--- config.mk ---
export PLATFORM = sky130hd
export DESIGN_NAME = upd_coh_ctrl
export DESIGN_NICKNAME = d
export VERILOG_FILES = /design/src/rtl/upd_coh_pkg.sv /design/src/rtl/upd_coh_table.sv /design/src/rtl/upd_coh_snoop.sv /design/src/rtl/upd_coh_seq.sv /design/src/rtl/upd_coh_ctrl.sv
export SDC_FILE = /design/constraint.sdc
export NUM_CORES = 1
export LEC_CHECK = 0
export BUFFER_PORTS_ARGS = -buffer_cell sky130_fd_sc_hd__buf_2
export CAP_MARGIN = 15
export CORE_MARGIN = 1.5
export CORE_UTILIZATION = 50
export CTS_CLUSTER_DIAMETER = 200
export DETAILED_ROUTE_END_ITERATION = 7
export GPL_TIMING_DRIVEN = 0
export PLACE_DENSITY = 0.8
export REMOVE_ABC_BUFFERS = 1
export SYNTH_ARGS = -nofsm -noshare
export SYNTH_HDL_FRONTEND = slang
export SYNTH_SLANG_ARGS = --single-unit
--- constraint.sdc ---
create_clock -name clk -period 8.7 [get_ports clk]
set_clock_uncertainty 0.05 [all_clocks]
set_input_delay 0.87 -clock clk [delete_from_list [all_inputs] [get_ports clk]]
set_output_delay 0.87 -clock clk [all_outputs]
set_load 0.1 [all_outputs]
--- src/rtl/upd_coh_pkg.sv ---
package upd_coh_pkg;

    typedef enum logic [1:0] {
        ST_EC = 2'd0,
        ST_SC = 2'd1,
        ST_SM = 2'd2,
        ST_MD = 2'd3
    } line_st_e;

    typedef enum logic [1:0] {
        BC_NONE = 2'd0,
        BC_RD   = 2'd1,
        BC_UPD  = 2'd2,
        BC_WB   = 2'd3
    } bus_cmd_e;

    typedef enum logic [1:0] {
        CS_IDLE     = 2'd0,
        CS_WB_WAIT  = 2'd1,
        CS_RD_WAIT  = 2'd2,
        CS_UPD_WAIT = 2'd3
    } ctrl_st_e;

    function automatic logic is_owner(line_st_e s);
        return (s == ST_SM) || (s == ST_MD);
    endfunction

endpackage

--- src/rtl/upd_coh_table.sv ---
module upd_coh_table
    import upd_coh_pkg::*;
#(
    parameter int IDX_W = 3,
    parameter int TAG_W = 13
) (
    input  logic             clk,
    input  logic             rst_n,
    input  logic             loc_we,
    input  logic [IDX_W-1:0] loc_idx,
    input  logic             loc_vld,
    input  logic [TAG_W-1:0] loc_tag,
    input  line_st_e         loc_st,
    input  logic             snp_we,
    input  logic [IDX_W-1:0] snp_idx,
    input  line_st_e         snp_st,
    input  logic [IDX_W-1:0] ra_idx,
    output logic             ra_vld,
    output logic [TAG_W-1:0] ra_tag,
    output line_st_e         ra_st,
    input  logic [IDX_W-1:0] rb_idx,
    output logic             rb_vld,
    output logic [TAG_W-1:0] rb_tag,
    output line_st_e         rb_st
);
    localparam int NLINES = 1 << IDX_W;

    logic             vld_q [NLINES];
    logic [TAG_W-1:0] tag_q [NLINES];
    line_st_e         st_q  [NLINES];

    always_ff @(posedge clk) begin
        for (int i = 0; i < NLINES; i++) begin
            if (!rst_n) begin
                vld_q[i] <= 1'b0;
                tag_q[i] <= '0;
                st_q[i]  <= ST_EC;
            end else if (loc_we && (loc_idx == IDX_W'(i))) begin
                vld_q[i] <= loc_vld;
                tag_q[i] <= loc_tag;
                st_q[i]  <= loc_st;
            end else if (snp_we && (snp_idx == IDX_W'(i))) begin
                st_q[i]  <= snp_st;
            end
        end
    end

    assign ra_vld = vld_q[ra_idx];
    assign ra_tag = tag_q[ra_idx];
    assign ra_st  = st_q[ra_idx];
    assign rb_vld = vld_q[rb_idx];
    assign rb_tag = tag_q[rb_idx];
    assign rb_st  = st_q[rb_idx];


    port_clash_chk: assert property (@(posedge clk) disable iff (!rst_n)
        !(loc_we && snp_we && (loc_idx == snp_idx)));

endmodule

--- src/rtl/upd_coh_snoop.sv ---
module upd_coh_snoop
    import upd_coh_pkg::*;
#(
    parameter int TAG_W = 13
) (
    input  logic             clk,
    input  logic             rst_n,
    input  logic             snp_valid,
    input  bus_cmd_e         snp_cmd,
    input  logic [TAG_W-1:0] snp_tag,
    input  logic             line_vld,
    input  logic [TAG_W-1:0] line_tag,
    input  line_st_e         line_st,
    output logic             snp_shared,
    output logic             snp_supply,
    output logic             snp_word_we,
    output logic             st_we,
    output line_st_e         st_nxt
);
    logic hit;
    assign hit = snp_valid && line_vld && (line_tag == snp_tag);

    always_comb begin
        snp_shared  = 1'b0;
        snp_supply  = 1'b0;
        snp_word_we = 1'b0;
        st_nxt      = line_st;
        if (hit) begin
            unique case (snp_cmd)
                BC_RD: begin
                    snp_shared = 1'b1;
                    snp_supply = is_owner(line_st);
                    if (line_st == ST_MD) st_nxt = ST_SM;
                    if (line_st == ST_EC) st_nxt = ST_SC;
                end
                BC_UPD: begin
                    snp_shared  = 1'b1;
                    snp_word_we = 1'b1;
                    if (line_st == ST_SM) st_nxt = ST_SC;
                end
                BC_WB, BC_NONE: begin
                    st_nxt = line_st;
                end
            endcase
        end
    end

    assign st_we = hit && (st_nxt != line_st);


    upd_state_chk: assert property (@(posedge clk) disable iff (!rst_n)
        (hit && snp_cmd == BC_UPD) |-> (line_st == ST_SC || line_st == ST_SM));


    supply_shared_chk: assert property (@(posedge clk) disable iff (!rst_n)
        snp_supply |-> snp_shared);


    supply_demote_chk: assert property (@(posedge clk) disable iff (!rst_n)
        (hit && snp_cmd == BC_RD && line_st == ST_MD) |-> (st_we && st_nxt == ST_SM));

endmodule

--- src/rtl/upd_coh_seq.sv ---
module upd_coh_seq
    import upd_coh_pkg::*;
#(
    parameter int IDX_W  = 3,
    parameter int TAG_W  = 13,
    parameter int ADDR_W = 16
) (
    input  logic              clk,
    input  logic              rst_n,
    input  logic              cpu_valid,
    input  logic              cpu_wr,
    input  logic [TAG_W-1:0]  cpu_tag,
    input  logic [IDX_W-1:0]  cpu_idx,
    input  logic              look_vld,
    input  logic [TAG_W-1:0]  look_tag,
    input  line_st_e          look_st,
    input  logic              snp_conflict,
    input  logic              bus_gnt,
    input  logic              bus_shared_in,
    output logic              cpu_done,
    output logic              word_we,
    output logic              fill_we,
    output logic              bus_req,
    output logic              bus_cmd_valid,
    output bus_cmd_e          bus_cmd,
    output logic [ADDR_W-1:0] bus_addr,
    output logic              loc_we,
    output logic              loc_vld,
    output logic [TAG_W-1:0]  loc_tag,
    output line_st_e          loc_st
);
    ctrl_st_e state_q, state_d;
    logic     hit;

    assign hit = look_vld && (look_tag == cpu_tag);

    always_ff @(posedge clk) begin
        if (!rst_n) state_q <= CS_IDLE;
        else        state_q <= state_d;
    end

    always_comb begin
        state_d       = state_q;
        cpu_done      = 1'b0;
        word_we       = 1'b0;
        fill_we       = 1'b0;
        bus_req       = 1'b0;
        bus_cmd_valid = 1'b0;
        bus_cmd       = BC_NONE;
        bus_addr      = {cpu_tag, cpu_idx};
        loc_we        = 1'b0;
        loc_vld       = 1'b1;
        loc_tag       = cpu_tag;
        loc_st        = ST_EC;
        unique case (state_q)
            CS_IDLE: begin
                if (cpu_valid && !snp_conflict) begin
                    if (hit) begin
                        if (!cpu_wr) begin
                            cpu_done = 1'b1;
                        end else begin
                            unique case (look_st)
                                ST_EC, ST_MD: begin
                                    loc_we   = 1'b1;
                                    loc_st   = ST_MD;
                                    word_we  = 1'b1;
                                    cpu_done = 1'b1;
                                end
                                ST_SC, ST_SM: state_d = CS_UPD_WAIT;
                            endcase
                        end
                    end else if (look_vld && is_owner(look_st)) begin
                        state_d = CS_WB_WAIT;
                    end else begin
                        state_d = CS_RD_WAIT;
                    end
                end
            end
            CS_WB_WAIT: begin
                bus_req = 1'b1;
                if (bus_gnt) begin
                    bus_cmd_valid = 1'b1;
                    bus_cmd       = BC_WB;
                    bus_addr      = {look_tag, cpu_idx};
                    loc_we        = 1'b1;
                    loc_vld       = 1'b0;
                    loc_tag       = look_tag;
                    loc_st        = look_st;
                    state_d       = CS_RD_WAIT;
                end
            end
            CS_RD_WAIT: begin
                bus_req = 1'b1;
                if (bus_gnt) begin
                    bus_cmd_valid = 1'b1;
                    bus_cmd       = BC_RD;
                    fill_we       = 1'b1;
                    loc_we        = 1'b1;
                    if (!cpu_wr) begin
                        loc_st   = bus_shared_in ? ST_SC : ST_EC;
                        cpu_done = 1'b1;
                        state_d  = CS_IDLE;
                    end else if (bus_shared_in) begin
                        loc_st   = ST_SC;
                        state_d  = CS_UPD_WAIT;
                    end else begin
                        loc_st   = ST_MD;
                        word_we  = 1'b1;
                        cpu_done = 1'b1;
                        state_d  = CS_IDLE;
                    end
                end
            end
            CS_UPD_WAIT: begin
                bus_req = 1'b1;
                if (bus_gnt) begin
                    bus_cmd_valid = 1'b1;
                    bus_cmd       = BC_UPD;
                    loc_we        = 1'b1;
                    loc_st        = bus_shared_in ? ST_SM : ST_MD;
                    word_we       = 1'b1;
                    cpu_done      = 1'b1;
                    state_d       = CS_IDLE;
                end
            end
        endcase
    end


    upd_present_chk: assert property (@(posedge clk) disable iff (!rst_n)
        (bus_cmd_valid && bus_cmd == BC_UPD) |-> hit);


    wb_then_rd_chk: assert property (@(posedge clk) disable iff (!rst_n)
        (bus_cmd_valid && bus_cmd == BC_WB) |=> (bus_req && !loc_vld_q_hit()));


    shared_wmiss_upd_chk: assert property (@(posedge clk) disable iff (!rst_n)
        (bus_cmd_valid && bus_cmd == BC_RD && cpu_wr && bus_shared_in) |=> bus_req);


    quiet_write_chk: assert property (@(posedge clk) disable iff (!rst_n)
        (cpu_done && cpu_wr && $past(state_d) == CS_IDLE && state_q == CS_IDLE) |-> !bus_req);

    function automatic logic loc_vld_q_hit();
        return 1'b0;
    endfunction

endmodule

--- src/rtl/upd_coh_ctrl.sv ---
module upd_coh_ctrl
    import upd_coh_pkg::*;
#(
    parameter int ADDR_W = 16,
    parameter int IDX_W  = 3
) (
    input  logic              clk,
    input  logic              rst_n,
    input  logic              cpu_valid,
    input  logic              cpu_wr,
    input  logic [ADDR_W-1:0] cpu_addr,
    output logic              cpu_done,
    output logic              lkp_hit,
    output logic [1:0]        lkp_state,
    output logic              word_we,
    output logic              fill_we,
    output logic              bus_req,
    input  logic              bus_gnt,
    output logic              bus_cmd_valid,
    output logic [1:0]        bus_cmd,
    output logic [ADDR_W-1:0] bus_addr,
    input  logic              bus_shared_in,
    input  logic              snp_valid,
    input  logic [1:0]        snp_cmd,
    input  logic [ADDR_W-1:0] snp_addr,
    output logic              snp_shared,
    output logic              snp_supply,
    output logic              snp_word_we
);
    localparam int TAG_W = ADDR_W - IDX_W;

    logic [IDX_W-1:0] cpu_idx, snp_idx;
    logic [TAG_W-1:0] cpu_tag, snp_tag;
    assign cpu_idx = cpu_addr[IDX_W-1:0];
    assign cpu_tag = cpu_addr[ADDR_W-1:IDX_W];
    assign snp_idx = snp_addr[IDX_W-1:0];
    assign snp_tag = snp_addr[ADDR_W-1:IDX_W];

    logic             a_vld, b_vld;
    logic [TAG_W-1:0] a_tag, b_tag;
    line_st_e         a_st, b_st;

    logic             loc_we, loc_vld;
    logic [TAG_W-1:0] loc_tag;
    line_st_e         loc_st;
    logic             snp_st_we;
    line_st_e         snp_st_nxt;
    bus_cmd_e         own_cmd;
    logic             snp_conflict;

    assign snp_conflict = snp_valid && (snp_idx == cpu_idx);

    upd_coh_table #(.IDX_W(IDX_W), .TAG_W(TAG_W)) u_table (
        .clk     (clk),
        .rst_n   (rst_n),
        .loc_we  (loc_we),
        .loc_idx (cpu_idx),
        .loc_vld (loc_vld),
        .loc_tag (loc_tag),
        .loc_st  (loc_st),
        .snp_we  (snp_st_we),
        .snp_idx (snp_idx),
        .snp_st  (snp_st_nxt),
        .ra_idx  (cpu_idx),
        .ra_vld  (a_vld),
        .ra_tag  (a_tag),
        .ra_st   (a_st),
        .rb_idx  (snp_idx),
        .rb_vld  (b_vld),
        .rb_tag  (b_tag),
        .rb_st   (b_st)
    );

    upd_coh_snoop #(.TAG_W(TAG_W)) u_snoop (
        .clk         (clk),
        .rst_n       (rst_n),
        .snp_valid   (snp_valid),
        .snp_cmd     (bus_cmd_e'(snp_cmd)),
        .snp_tag     (snp_tag),
        .line_vld    (b_vld),
        .line_tag    (b_tag),
        .line_st     (b_st),
        .snp_shared  (snp_shared),
        .snp_supply  (snp_supply),
        .snp_word_we (snp_word_we),
        .st_we       (snp_st_we),
        .st_nxt      (snp_st_nxt)
    );

    upd_coh_seq #(.IDX_W(IDX_W), .TAG_W(TAG_W), .ADDR_W(ADDR_W)) u_seq (
        .clk           (clk),
        .rst_n         (rst_n),
        .cpu_valid     (cpu_valid),
        .cpu_wr        (cpu_wr),
        .cpu_tag       (cpu_tag),
        .cpu_idx       (cpu_idx),
        .look_vld      (a_vld),
        .look_tag      (a_tag),
        .look_st       (a_st),
        .snp_conflict  (snp_conflict),
        .bus_gnt       (bus_gnt),
        .bus_shared_in (bus_shared_in),
        .cpu_done      (cpu_done),
        .word_we       (word_we),
        .fill_we       (fill_we),
        .bus_req       (bus_req),
        .bus_cmd_valid (bus_cmd_valid),
        .bus_cmd       (own_cmd),
        .bus_addr      (bus_addr),
        .loc_we        (loc_we),
        .loc_vld       (loc_vld),
        .loc_tag       (loc_tag),
        .loc_st        (loc_st)
    );

    assign bus_cmd   = own_cmd;
    assign lkp_hit   = a_vld && (a_tag == cpu_tag);
    assign lkp_state = lkp_hit ? a_st : 2'd0;


    bus_serial_chk: assert property (@(posedge clk) disable iff (!rst_n)
        !(bus_cmd_valid && snp_valid));


    wb_snoop_quiet_chk: assert property (@(posedge clk) disable iff (!rst_n)
        (snp_valid && snp_cmd == 2'd3) |-> (!snp_shared && !snp_supply && !snp_st_we));

endmodule

Word-level counts from Yosys, hierarchy flattened
Memory sizes are Yosys's and may differ from the RTL's.
Index checks and enable logic that the tools add are counted.
{ "totals": {"regBits": 2, "latch_bits": 0, "ram_bits": 128, "mem_bits_ro": 0, "elab_cells": 262, "mem_count": 3} }
{ "memory_table": {"columns": ["name", "depth", "word_bits", "rd", "rd_clocked_by_memory_dff", "write_ports", "line_no", "rtl"], "rows": [
  ["u_table.tag_q", 8, 13, 2, 0, 8, "upd_coh_table.sv:29", "logic [TAG_W-1:0] tag_q [NLINES];"],
  ["u_table.st_q", 8, 2, 2, 0, 8, "upd_coh_table.sv:30", "line_st_e st_q [NLINES];"],
  ["u_table.vld_q", 8, 1, 2, 0, 8, "upd_coh_table.sv:28", "logic vld_q [NLINES];"]
]} }
{ "op_classes": {"add_sub_neg": 0, "n_mul": 0, "div_mod_pow": 0, "n_lt_le_gt_ge": 0, "eq_ne": 35, "shifts": 0, "mux": 153, "n_bitwise": 32, "reduce_logical": 38} }
{ "op_table": {"columns": ["op", "count"], "rows": [
  ["$mux W13", 10],
  ["$mux W1", 92],
  ["$mux W2", 42],
  ["$mux W16", 2],
  ["$or A1 B1 Y1", 32],
  ["$eq A13 B13 Y1", 2],
  ["$eq A3 B3 Y1 const B", 8],
  ["$logic_and A1 B1 Y1", 23],
  ["$eq A2 B2 Y1 const B", 8],
  ["$pmux W2 S4", 2],
  ["$eq A3 B2 Y1 const B", 4],
  ["$pmux W2 S3", 2],
  ["$logic_not A2 Y1", 4],
  ["$reduce_or A2 Y1", 4],
  ["$eq A2 B1 Y1 const B", 3],
  ["$eq A3 B1 Y1 const B", 2],
  ["$logic_not A3 Y1", 2],
  ["$ne A2 B2 Y1 const B", 3],
  ["$ne A3 B3 Y1 const B", 2],
  ["$pmux W1 S3", 2],
  ["$reduce_and A6 Y1", 1],
  ["$eq A3 B3 Y1", 1],
  ["$reduce_or A3 Y1", 1],
  ["$logic_or A1 B1 Y1", 2],
  ["4 further kinds", 4]
]} }

Longest topological paths before layout
Gate-level depths: netlist (run 1).
An unclocked memory read counts as a cell.
{ "logic_depth": {"ltp_word": 14, "ltp_mapped": 13, "depth_no_buf": 10} }

By module
A second synthesis (run 1) with hierarchy kept.
{ "hier_totals": {"cells_unflattened": 605, "area_unflattened_um2": 8470.6} }
{ "modules_own_cells": {"columns": ["mod", "instances", "cells_each", "area_per_inst_um2", "seq_area_each_um2"], "rows": [
  ["upd_coh_table", 1, 444, 7219.4, 3833.7],
  ["upd_coh_seq", 1, 96, 744.5, 40.0],
  ["upd_coh_snoop", 1, 35, 290.3, 0.0],
  ["upd_coh_ctrl", 1, 30, 216.5, 0.0]
]} }

Worst setup path after synthesis (run 1)
OpenSTA, ideal clock, no wires.
{ "synth_path": {"kind": "in2out", "from": "in cpu_addr[1]", "to": "out cpu_done", "arrival_ns": 4.890, "required_time_ns": 7.780, "setup_slack_ns": 2.890, "path_stages": 9, "path_cell_list": "buf_2 > buf_2 > mux2_2 > o22ai_1 > nor3_1 > nor4b_2 > nand4_1 > or4_1 > o21ai_0"} }
{ "synth_between": {"elab_chain_len": 8, "elab_cells_between_ends": 17, "classes_between": "eq/ne: 3; mux: 5; reduce/logical: 6; memory: 3"} }
{ "synth_rtl": {"columns": ["item", "line_no", "rtl"], "rows": [
  ["start: declaration", "upd_coh_ctrl.sv:11", "input logic [ADDR_W-1:0] cpu_addr,"],
  ["$mem_v2 Z8 W2", null, null],
  ["$eq A2 B2 Y1 / $logic_not A2 Y1 (equally long branches)", "upd_coh_seq.sv:62", "unique case (look_st)"],
  ["$reduce_or A2 Y1", "upd_coh_seq.sv:62", null],
  ["$mux W1", "upd_coh_seq.sv:62", null],
  ["$mux W1", "upd_coh_seq.sv:59", "if (!cpu_wr) begin"],
  ["$mux W1", "upd_coh_seq.sv:58", "if (hit) begin"],
  ["$mux W1 *", "upd_coh_seq.sv:57", "if (cpu_valid && !snp_conflict) begin"],
  ["$pmux W1 S3 *", "upd_coh_seq.sv:55", "unique case (state_q)"],
  ["end: declaration", "upd_coh_ctrl.sv:12", "output logic cpu_done,"]
]} }
Mark *: on every way between the ends. The rest lies on a longest branch, timed or not.

Final worst setup path (run 1)
{ "layout_path": {"from": "in cpu_addr[2]", "to": "out word_we"} }
{ "layout_between": {"elab_chain_len": 8, "elab_cells_between_ends": 17, "classes_between": "eq/ne: 3; mux: 5; reduce/logical: 6; memory: 3"} }
{ "layout_rtl": {"columns": ["item", "line_no", "rtl"], "rows": [
  ["$mem_v2 Z8 W2", null, null],
  ["$eq A2 B2 Y1 / $logic_not A2 Y1 (equally long branches)", "upd_coh_seq.sv:62", null],
  ["$reduce_or A2 Y1", "upd_coh_seq.sv:62", null],
  ["$mux W1", "upd_coh_seq.sv:62", null],
  ["$mux W1", "upd_coh_seq.sv:59", null],
  ["$mux W1", "upd_coh_seq.sv:58", null],
  ["$mux W1 *", "upd_coh_seq.sv:57", null],
  ["$pmux W1 S3 *", "upd_coh_seq.sv:55", null],
  ["end: declaration", "upd_coh_ctrl.sv:15", "output logic word_we,"]
]} }
Marks and branches as above.

==> results.md, run 1 <==
* Core area at approximately 16,000 µm²
* Boundary Pins at 70
* Largest net degree at the start of global routing at 70
* Crit Path Max Fanout at 25
* GPL Wtd Cong at between 0.8 and 0.9
* IO buf count at 69
* Initial Utilization at 0.511
* Clk_lat worst skew at about 0.44 ns
* Data arrival time of the critical path at 5.01 ns
* Max cap viols at 0
* Filler instances at roughly 1,300
* Layout Nets at ~840
* Initial antenna violation count at 0
* Final slew viol count at 0
* CTS H-tree lvls at 4
* Ant diodes at 0
* Total grt overflow at 0
* Status: completed
* Post-synthesis compound-gate area fraction at 0.103
* Iter 0 DRT Violations at slightly below 900
* Cell area after synthesis at just over 8000 µm²
* Vias in the first global route at roughly 6,500
* WL/cell at approximately 24 µm
* Max Freq at between 0.15 and 0.2 GHz
* Crit end category: output port
* Clk sinks at 130
* P_leak at between 3 and 4 nW
* Crit path launch type: primary input
* # DRC at 0
* Worst vdd ir at around 0.13 mV
* Flops & latches, synth at 130
* Multi-input gate area at 3880 µm²
* Synthesized area per cell at between 10 and 15 µm²
* Final Cycle Share at 0.681
* Pwr/cell area at between 150 and 200 nW/µm²
* Register area share after synthesis at 0.477
* Design area at between 9000 and 10,000 µm²
* Unrepaired setup endpoints after global routing: false
* GRT Total Usage at 0.293
* Inst Count DP at roughly 990
* Post-synthesis mux area share at 0.178
* Min-delay worst type: register to register
* Die ar. at about 17,000 µm²
* Layout cell share with drive strength beyond 1 at 0.213
* Bufs on Longest Clock Path at 2
* Largest family of logic cells by synthesized area: multiplexers
* Minimum clock period at approximately 6 ns
* Synth-to-Final Area Change at 13.1%
* Final wirelength at between 20,000 and 25,000 µm
* Pre-antenna DRT Iters at 5
* Vias at 6,743
* Non-Filler Instances at ~1,000
* Synth Area in Simple Gates at 0.159
* Slew of the pin with the lowest slew margin at about 1.2 ns
* Slew HR at 0.202
* Setup CP Type: primary input to output port
* Top_reg_cell synth: edfxtp_1
* Die H at ~130 µm
* Die W at around 130 µm
* Remaining antenna violation count after routing at 0
* Post-cts sizing count at 0
* Cell Area, Placed at roughly 8600 µm²
* Synth Instances at between 700 and 800
* Final hold slack at just under 0.5 ns
* Post-synth ARST share at 0
* # setup viols final at 0
* Vias/cell at 6.62
* Cts hold-fix bufs at 0
* XOR/XNOR Fraction of Synth Area at 0.0270
* CTS tree: built
* Worst Path Required at about 7.8 ns
* CTS buffer count at 17
* CTS root buf: clkbuf_16
* Final Hold Vio Count at 0
* Dpl hpwl at between 15,000 and 20,000 µm
* Ys Warns at 0
* CTS clk-pin slew, worst paths at ~0.050 ns
* Core Rows at 46
* Adder-cell share of the synthesized area at 0.00771
* EDFF count, synth at about 130
* First-pass GRT wire length at 35,900 µm
* Setup TNS at 0 ns
* Setup Fix Bufs, Post-CTS at 0
* Yosys cell types at 61
* Storage cell area at between 3000 and 4000 µm²
==> worst max-delay path, cell delays in order <==
cell and delay (ns):
buf_2 0.45, nor2b_1 1.01, a22o_1 0.31, nor3_1 0.08
nor4b_2 0.58, nand3_1 0.21, nor4_4 0.83, o21bai_1 0.22
buf_2 0.44
==> placed cells by master (no fill, tap or decap), drive strengths merged, types with 14 or more instances in the layout <==
cell / n
nand2: 41
nor2b: 14
mux2i: 61
edfxtp: 127
mux4: 22
mux2: 30
inv: 30
buf: 81
nand4: 15
nand3: 22
clkbuf: 22
xnor2: 16
a21oi: 15
o22ai: 23
nor2: 130
==> final timing paths <==
path                                     start                            endpoint  slack (ns)  depth (start not counted)
max                                cpu_addr[2]                             word_we        2.77                          9
max reg2reg  u_table.tag_q[1][1]$_SDFFCE_PN0P_  u_table.tag_q[4][10]$_SDFFCE_PN0P_        4.23                          8
min                   u_table.vld_q[4]$_DFF_P_            u_table.vld_q[4]$_DFF_P_        0.49                          2
min reg2reg           u_table.vld_q[4]$_DFF_P_            u_table.vld_q[4]$_DFF_P_        0.49                          2
==> power breakdown <==
group / switching, mW / internal, mW / total [mW]
sequential: 0.0184 / 0.718 / 0.737
combinational: 0.248 / 0.0999 / 0.348
clock: 0.268 / 0.434 / 0.702
total: 0.534 / 1.25 / 1.79
==> synthesized netlist by cell type, types with 16 or more instances <==
| cell | instances | area [µm²] |
|---|---|---|
| nor2_1 | 130 | 488 |
| edfxtp_1 | 127 | 3810 |
| mux2i_1 | 61 | 611 |
| nand2_1 | 41 | 154 |
| inv_1 | 30 | 113 |
| mux2_2 | 30 | 338 |
| clkbuf_1 | 26 | 97.6 |
| o22ai_1 | 23 | 144 |
| mux4_2 | 22 | 495 |
| nand3_1 | 22 | 110 |
| buf_2 | 18 | 90.1 |
| xnor2_1 | 16 | 140 |
==> cell families (layout without fill, tap and decap cells) <==
logic type,Yosys count,after routing
and+or+nand+nor,268,268
DFF,130,130
AOI/OAI and AO/OA,118,118
muxes,113,113
buffers and inverters,88,143
xor gates and xnor gates,25,25
adders and majority gates,5,5
==> state kept, by name (all words and copies together) (netlist names) <==
name           cells
u_table.vld_q      8
u_table.st_q      16
u_table.tag_q    104
u_seq.state_q      2
==> layer usage <==
metal / up-vias / wire length, µm / GRT usage
met5: - / 0 / 0
met2: 510 / 11600 / 0.470
met4: 0 / 1020 / 0.150
met1: 3246 / 9130 / 0.372
li1: 2889 / - / -
met3: 98 / 2620 / 0.0684
==> metrics by stage <==
stage | util | setup WS [ns] | total power, mW
after detailed placement | 0.542 | 2.80 | 1.09
final | 0.578 | 2.77 | 1.79
after CTS | 0.578 | 2.99 | 1.78
after global placement | 0.532 | 2.34 | 1.08
after global routing | 0.578 | 2.68 | 1.83
after floorplan | - | 3.10 | 0.971
==> area by class of cell <==
type,instances,share of cell area
clock buffers,22,0.0505
clock inverters,10,0.0119
inverters,30,0.0123
multi-input cells,529,0.422
flip-flops and latches,130,0.422
well taps,216,0.0294
repair buffers,81,0.0519
(Power assumes the default switching activity.)
==> inputs of run 2 (changes only) <==
Settings changed: ABC_AREA from default to 1, PLACE_DENSITY 0.8 to 0.79.
Clock period 8.7 ns to 5.86 ns, I/O delays scaled along.
==> results.md, run 2 <==
* Ys Warns at 0 (unchanged)
* Layout Nets at 1,297 (was 835)
* Top_reg_cell synth: edfxtp_1 (unchanged)
* Cell Area, Placed at 9000 µm² (was 8610 µm²)
* Synthesized area per cell at 7.12 µm² (was 10.9 µm²)
* Cell area after synthesis at 8710 µm² (was 8120 µm²)
* Final WS setup at 0.566 ns (was 2.77 ns)
* Pwr/cell area at 307 nW/µm² (was 194 nW/µm²)
* Synth Instances at 1,223 (was 747)
* Setup CP Type: primary input to register (was primary input to output port)
* EDFF count, synth at 127 (unchanged)
* Max cap viols at 0 (unchanged)
* Most frequent cells in the layout: nand2_1, nor2_1, edfxtp_1, nand3_1, inv_1 (was nor2_1, edfxtp_1, buf_2, mux2i_1, nand2_1)
* Vias in the first global route at 7,761 (was 6,470)
* First-pass GRT wire length at 41,900 µm (was 35,900 µm)
* Final Hold Vio Count at 0 (unchanged)
* WL/cell at 18.7 µm (was 23.9 µm)
* Crit end category: register (was output port)
* Hold EP: u_table.vld_q[4]$_DFF_P_ (unchanged)
* Flops & latches, synth at 130 (unchanged)
* # DRC at 0 (unchanged)
* Max Freq at between 0.15 and 0.2 GHz
* Post-synth ARST share at 0 (unchanged)
* Post-synth top area share at 0.438 (was 0.470)
* CTS buffer count at 17 (unchanged)
* Worst hold path depth at 2 (unchanged)
* Reg-to-reg slack, setup at 2.30 ns (was 4.23 ns)
* Vias/cell at 5.76 (was 6.62)
* Slew of the pin with the lowest slew margin at 1.26 ns (was 1.19 ns)
* Setup TNS at 0 ns (unchanged)
* Synth cell count leaders: nand2_1, nor2_1, edfxtp_1, nand3_1, inv_1 (was nor2_1, edfxtp_1, mux2i_1, nand2_1)
* Clk sinks at 130 (unchanged)
* Unrepaired setup endpoints after global routing: false (unchanged)
* Yosys cell types at 36 (was 61)
* Final wirelength at 27,800 µm (was 24,300 µm)
* CTS tree: built (unchanged)
* Min-delay worst type: register to register (unchanged)
* # setup viols final at 0 (unchanged)
* Minimum clock period at 5.29 ns
* P_leak at 4.62 nW (was 3.71 nW)
* Design area at 9670 µm² (was 9180 µm²)
* CTS H-tree lvls at 4 (unchanged)
* Worst Path Required at 5.96 ns (was 7.78 ns)
* Worst vdd ir at 0.233 mV (was 0.135 mV)
* Die W at 135 µm (was 130 µm)
* CTS root buf: clkbuf_16 (unchanged)
* Cts hold-fix bufs at 0 (unchanged)
* Register area share after synthesis at 0.445 (was 0.477)
* Most flops, register: u_table.tag_q (unchanged)
* Commonest non-fill, non-tap cell in the layout: nand2_1 (was nor2_1)
* Pre-antenna DRT Iters at 8 (was 5)
* Non-Filler Instances at 1,490 (was 1,018)
* Status: completed (unchanged)
* Clk_lat worst skew at 0.44 ns (about the same)
* Die ar. at 18,200 µm² (was 17,000 µm²)
* Layout cell share with drive strength beyond 1 at 0.120 (was 0.213)
* Crit path launch type: primary input (unchanged)
* Post-cts sizing count at 0 (unchanged)
* Slew HR at 0.157 (was 0.202)
* CTS clk-pin slew, worst paths at 0.06 ns (was 0.05 ns)
* Vias at 8,586 (was 6,743)
* R2R Path End: u_table.st_q[3][0]$_DFFE_PP_ (was u_table.tag_q[4][10]$_SDFFCE_PN0P_)
* Pre-CTS WS at 0.370 ns (was 2.80 ns)
* Cell taking the most area after synthesis: edfxtp_1 (unchanged)
* Die H at 135 µm (was 130 µm)
* Largest net degree at the start of global routing at 65 (was 70)
* Bufs on Longest Clock Path at 2 (unchanged)
* Initial Utilization at 0.507 (was 0.511)
* Core Rows at 48 (was 46)
* Top-count cell post-synth: nand2_1 (was nor2_1)
* Inst Count DP at 1,457 (was 986)
* Max reg flops at 104 (unchanged)
* Final slew viol count at 0 (unchanged)
* Total grt overflow at 0 (unchanged)
* Final Cycle Share at 0.903
* Initial antenna violation count at 1 (was 0)
* Setup Fix Bufs, Post-CTS at 0 (unchanged)
* Top post-synthesis cells by area: edfxtp_1, nand2_1, nor2_1, nand3_1, inv_1 (was edfxtp_1, mux2i_1, mux4_2, nor2_1, mux2_2)
* WL met2 at 12,600 µm (was 11,600 µm)
* Largest registers: u_table.tag_q: 104 flops, u_table.st_q: 16 flops, u_table.vld_q: 8 flops (unchanged)
* Final core utilization at 0.563 (was 0.578)
* Synth-to-Final Area Change at 10.9% (was 13.1%)
* FF-to-FF Start: u_table.tag_q[1][11]$_SDFFCE_PN0P_ (was u_table.tag_q[1][1]$_SDFFCE_PN0P_)
* GPL Wtd Cong at 0.968 (was 0.843)
* Max layer used: met4 (unchanged)
* Iter 0 DRT Violations at 1,285 (was 872)
* IO buf count at 69 (unchanged)
* DRT met1 WL at 10,200 µm (was 9130 µm)
* Remaining antenna violation count after routing at 0 (unchanged)
* HP Start: u_table.vld_q[4]$_DFF_P_ (unchanged)
* Crit Path Max Fanout at 64 (was 25)
* Boundary Pins at 70 (unchanged)
* Met3 routed WL at 3880 µm (was 2620 µm)
* GRT Total Usage at 0.312 (was 0.293)
* Dpl hpwl at 16,800 µm (was 15,700 µm)
* Reg2Reg Depth at 14 (was 8)
* Data arrival time of the critical path at 5.40 ns (was 5.01 ns)
* Core area at 17,200 µm² (was 15,900 µm²)
[run 2: cell type report]
cell class	instances	area, µm²
fill	1626	7510
multi-input combinational	945	4150
sequential	130	3870
clock buffer	22	484
timing repair buffer	70	365
inverter	87	329
tap	225	282
clock inverter	10	178
antenna	1	2.50
[run 2: routing by layer]
layer | global-route usage | vias up
met5 | 0 | -
met2 | 0.506 | 631
met4 | 0.151 | 0
met1 | 0.400 | 3852
met3 | 0.0646 | 108
li1 | - | 3995
[run 2: worst max-delay path, stage by stage]
cell	delay (ns)
buf_2	0.90
inv_4	0.44
nor2_2	0.69
nand2_1	0.16
nand4_1	0.16
nand2_1	0.06
nand2_1	0.20
nand2_1	0.07
nor2_1	0.17
nand2_1	0.09
nor2_2	0.27
nand3_4	0.18
nand2_8	0.18
nand2_2	0.12
nand2_1	0.81
or2_2	0.27
[run 2: per-stage QoR]
stage,hold slack [ns],power (mW)
floorplan,0.411,1.58
global placement,0.429,1.76
detailed placement,0.437,1.77
CTS,0.446,2.94
global route,0.478,3.05
finish,0.448,2.96
[run 2: logic make-up after synthesis]
group / share of synthesized area
buffers and inverters: 0.0788
DFF: 0.445
AOI/OAI and AO/OA: 0.0560
adders and majority gates: 0.00718
and+or+nand+nor: 0.413
[run 2: worst max-delay path by stage]
stage	startpoint	to	depth (start not counted)
after global routing	cpu_addr[0]	cpu_done	14
after detailed placement	cpu_addr[0]	u_table.st_q[3][0]$_DFFE_PP_	16
after CTS	cpu_addr[0]	u_table.st_q[3][0]$_DFFE_PP_	16
after global placement	snp_addr[0]	snp_word_we	14
final	cpu_addr[0]	u_table.st_q[3][0]$_DFFE_PP_	16
after floorplan	cpu_addr[1]	cpu_done	13
[run 2: report_power, final]
part | switching, mW | internal, mW
Combinational | 0.539 | 0.133
Clock | 0.396 | 0.796
Sequential | 0.0257 | 1.07
Total | 0.960 | 2.00
==> inputs of run 3 (changes only) <==
Settings changed: ABC_AREA 1 to default, CORE_ASPECT_RATIO from default to 1.4, CORE_UTILIZATION 50 to 40, PLACE_DENSITY 0.79 to 0.68.
==> results.md, run 3 (synthesized netlist as in run 1, its figures left out) <==
* Status: completed (unchanged)
* Total grt overflow at 0 (unchanged)
* Data arrival time of the critical path at 5.60 ns (was 5.40 ns)
* Die W at 123 µm (was 135 µm)
* Vias in the first global route at 6,431 (was 7,761)
* Die H at 172 µm (was 135 µm)
* Slew of the pin with the lowest slew margin at 1.14 ns (was 1.26 ns)
* Worst vdd ir at 0.235 mV (was 0.233 mV)
* Dpl hpwl at 16,700 µm (was 16,800 µm)
* # DRC at 0 (unchanged)
* Ant diodes at 0 (was 1)
* Iter 0 DRT Violations at 787 (was 1,285)
* Layout cell share with drive strength beyond 1 at 0.220 (was 0.120)
* GPL Wtd Cong at 0.871 (was 0.968)
* CTS clk-pin slew, worst paths at 0.06 ns (about the same)
* Die ar. at 21,200 µm² (was 18,200 µm²)
* P_leak at 3.76 nW (was 4.62 nW)
* Core area at 19,800 µm² (was 17,200 µm²)
* Initial Utilization at 0.409 (was 0.507)
* Inst Count DP at 1,025 (was 1,457)
* Final core utilization at 0.471 (was 0.563)
* Max reg flops at 104 (unchanged)
* Most frequent cells in the layout: nor2_1, edfxtp_1, buf_2, mux2i_1, nand2_1 (was nand2_1, nor2_1, edfxtp_1, nand3_1, inv_1)
* Crit Path Max Fanout at 25 (was 64)
* Synth-to-Final Area Change at 15.1% (was 10.9%)
* Pwr/cell area at 293 nW/µm² (was 307 nW/µm²)
* Unrepaired setup endpoints after global routing: false (unchanged)
* Non-Filler Instances at 1,058 (was 1,490)
* Clk sinks at 130 (unchanged)
* Minimum clock period at 5.60 ns (was 5.29 ns)
* CTS H-tree lvls at 4 (unchanged)
* CTS root buf: clkbuf_16 (unchanged)
* IO buf count at 69 (unchanged)
* Vias/cell at 6.18 (was 5.76)
* Min-delay worst type: register to register (unchanged)
* Bufs on Longest Clock Path at 2 (unchanged)
* Crit path launch type: primary input (unchanged)
* First-pass GRT wire length at 37,300 µm (was 41,900 µm)
* Slew HR at 0.237 (was 0.157)
* WL/cell at 23.7 µm (was 18.7 µm)
* Core Rows at 61 (was 48)
* Max cap viols at 0 (unchanged)
* Initial antenna violation count at 0 (was 1)
* Layout Nets at 839 (was 1,297)
* GRT Total Usage at 0.244 (was 0.312)
* Crit end category: register (unchanged)
* Pre-CTS WS at -0.0712 ns (was 0.370 ns)
* CTS tree: built (unchanged)
* Final wirelength at 25,100 µm (was 27,800 µm)
* Final Hold Vio Count at 0 (unchanged)
* Boundary Pins at 70 (unchanged)
* Vias at 6,542 (was 8,586)
* Remaining antenna violation count after routing at 0 (unchanged)
* Pre-antenna DRT Iters at 5 (was 8)
* Max Freq at 0.179 GHz (was 0.189 GHz)
* Setup CP Type: primary input to register (unchanged)
* Worst Path Required at 5.86 ns (was 5.96 ns)
* Final WS setup at 0.258 ns (was 0.566 ns)
* Largest net degree at the start of global routing at 61 (was 65)
* Cts hold-fix bufs at 0 (unchanged)
* Setup Fix Bufs, Post-CTS at 0 (unchanged)
* Largest registers: u_table.tag_q: 104 flops, u_table.st_q: 16 flops, u_table.vld_q: 8 flops (unchanged)
* Final slew viol count at 0 (unchanged)
* Clk_lat worst skew at 0.43 ns (was 0.44 ns)
* Final Cycle Share at 0.956 (was 0.903)
* Most flops, register: u_table.tag_q (unchanged)
* CTS buffer count at 17 (unchanged)
* Post-cts sizing count at 0 (unchanged)
* # setup viols final at 0 (unchanged)
* Commonest non-fill, non-tap cell in the layout: nor2_1 (was nand2_1)
-- run 3: cell types whose count changed in the layout (fill, tap and decap cells not counted), moves of 37 or more --
| cell | delta |
|---|---|
| nand3_1 | -56 |
| nand2_1 | -480 |
| mux2i_1 | +61 |
| nor2_1 | -39 |
| o21ai_0 | -37 |
| inv_1 | -44 |
-- run 3: where the power goes --
part	switching (mW)	internal, mW
clock	0.413	0.706
combinational	0.372	0.150
sequential	0.0257	1.07
-- run 3: per-layer routing --
layer	part of all wire	GRT usage	wire, µm
met5	0	0	0
met4	0.063	0.148	1580
met3	0.088	0.0497	2200
met2	0.49	0.407	12200
met1	0.36	0.289	9080
-- run 3: area by class of cell --
class                      count  area [µm²]
fill                        1829       10500
tap                          252         315
sequential                   130        3870
multi-input combinational    529        3880
clock inverter                11         151
inverter                      30         113
clock buffer                  21         470
timing repair buffer          85         542
-- run 3: final timing paths --
kind                                          start                            endpoint  slack (ns)  cells past startpoint
setup / recovery                        cpu_addr[2]  u_table.tag_q[4][11]$_SDFFCE_PN0P_        0.26                      9
hold / removal             u_table.vld_q[4]$_DFF_P_            u_table.vld_q[4]$_DFF_P_        0.46                      2
setup reg to reg  u_table.tag_q[2][0]$_SDFFCE_PN0P_  u_table.tag_q[4][11]$_SDFFCE_PN0P_        1.20                      8
hold reg to reg            u_table.vld_q[4]$_DFF_P_            u_table.vld_q[4]$_DFF_P_        0.46                      2
-- run 3: critical path, stage by stage --
cell      delay, ns
buf_2          0.50
nor2b_1        0.94
a22o_1         0.31
nor3_1         0.08
nor4b_2        0.69
nand3_1        0.25
nor4_4         0.83
o211ai_1       0.52
nand2_1        0.86
-- run 3: stage by stage --
| step | hold WS (ns) | total power, mW | setup TNS (ns) | cell area (µm²) |
|---|---|---|---|---|
| floorplan | 0.402 | 1.44 | 0 | 7840 |
| global placement | 0.439 | 1.61 | -49.10 | 8500 |
| detailed placement | 0.459 | 1.62 | -0.910 | 8710 |
| CTS | 0.468 | 2.72 | 0 | 9330 |
| global route | 0.491 | 2.80 | 0 | 9340 |
| finish | 0.463 | 2.73 | 0 | 9340 |
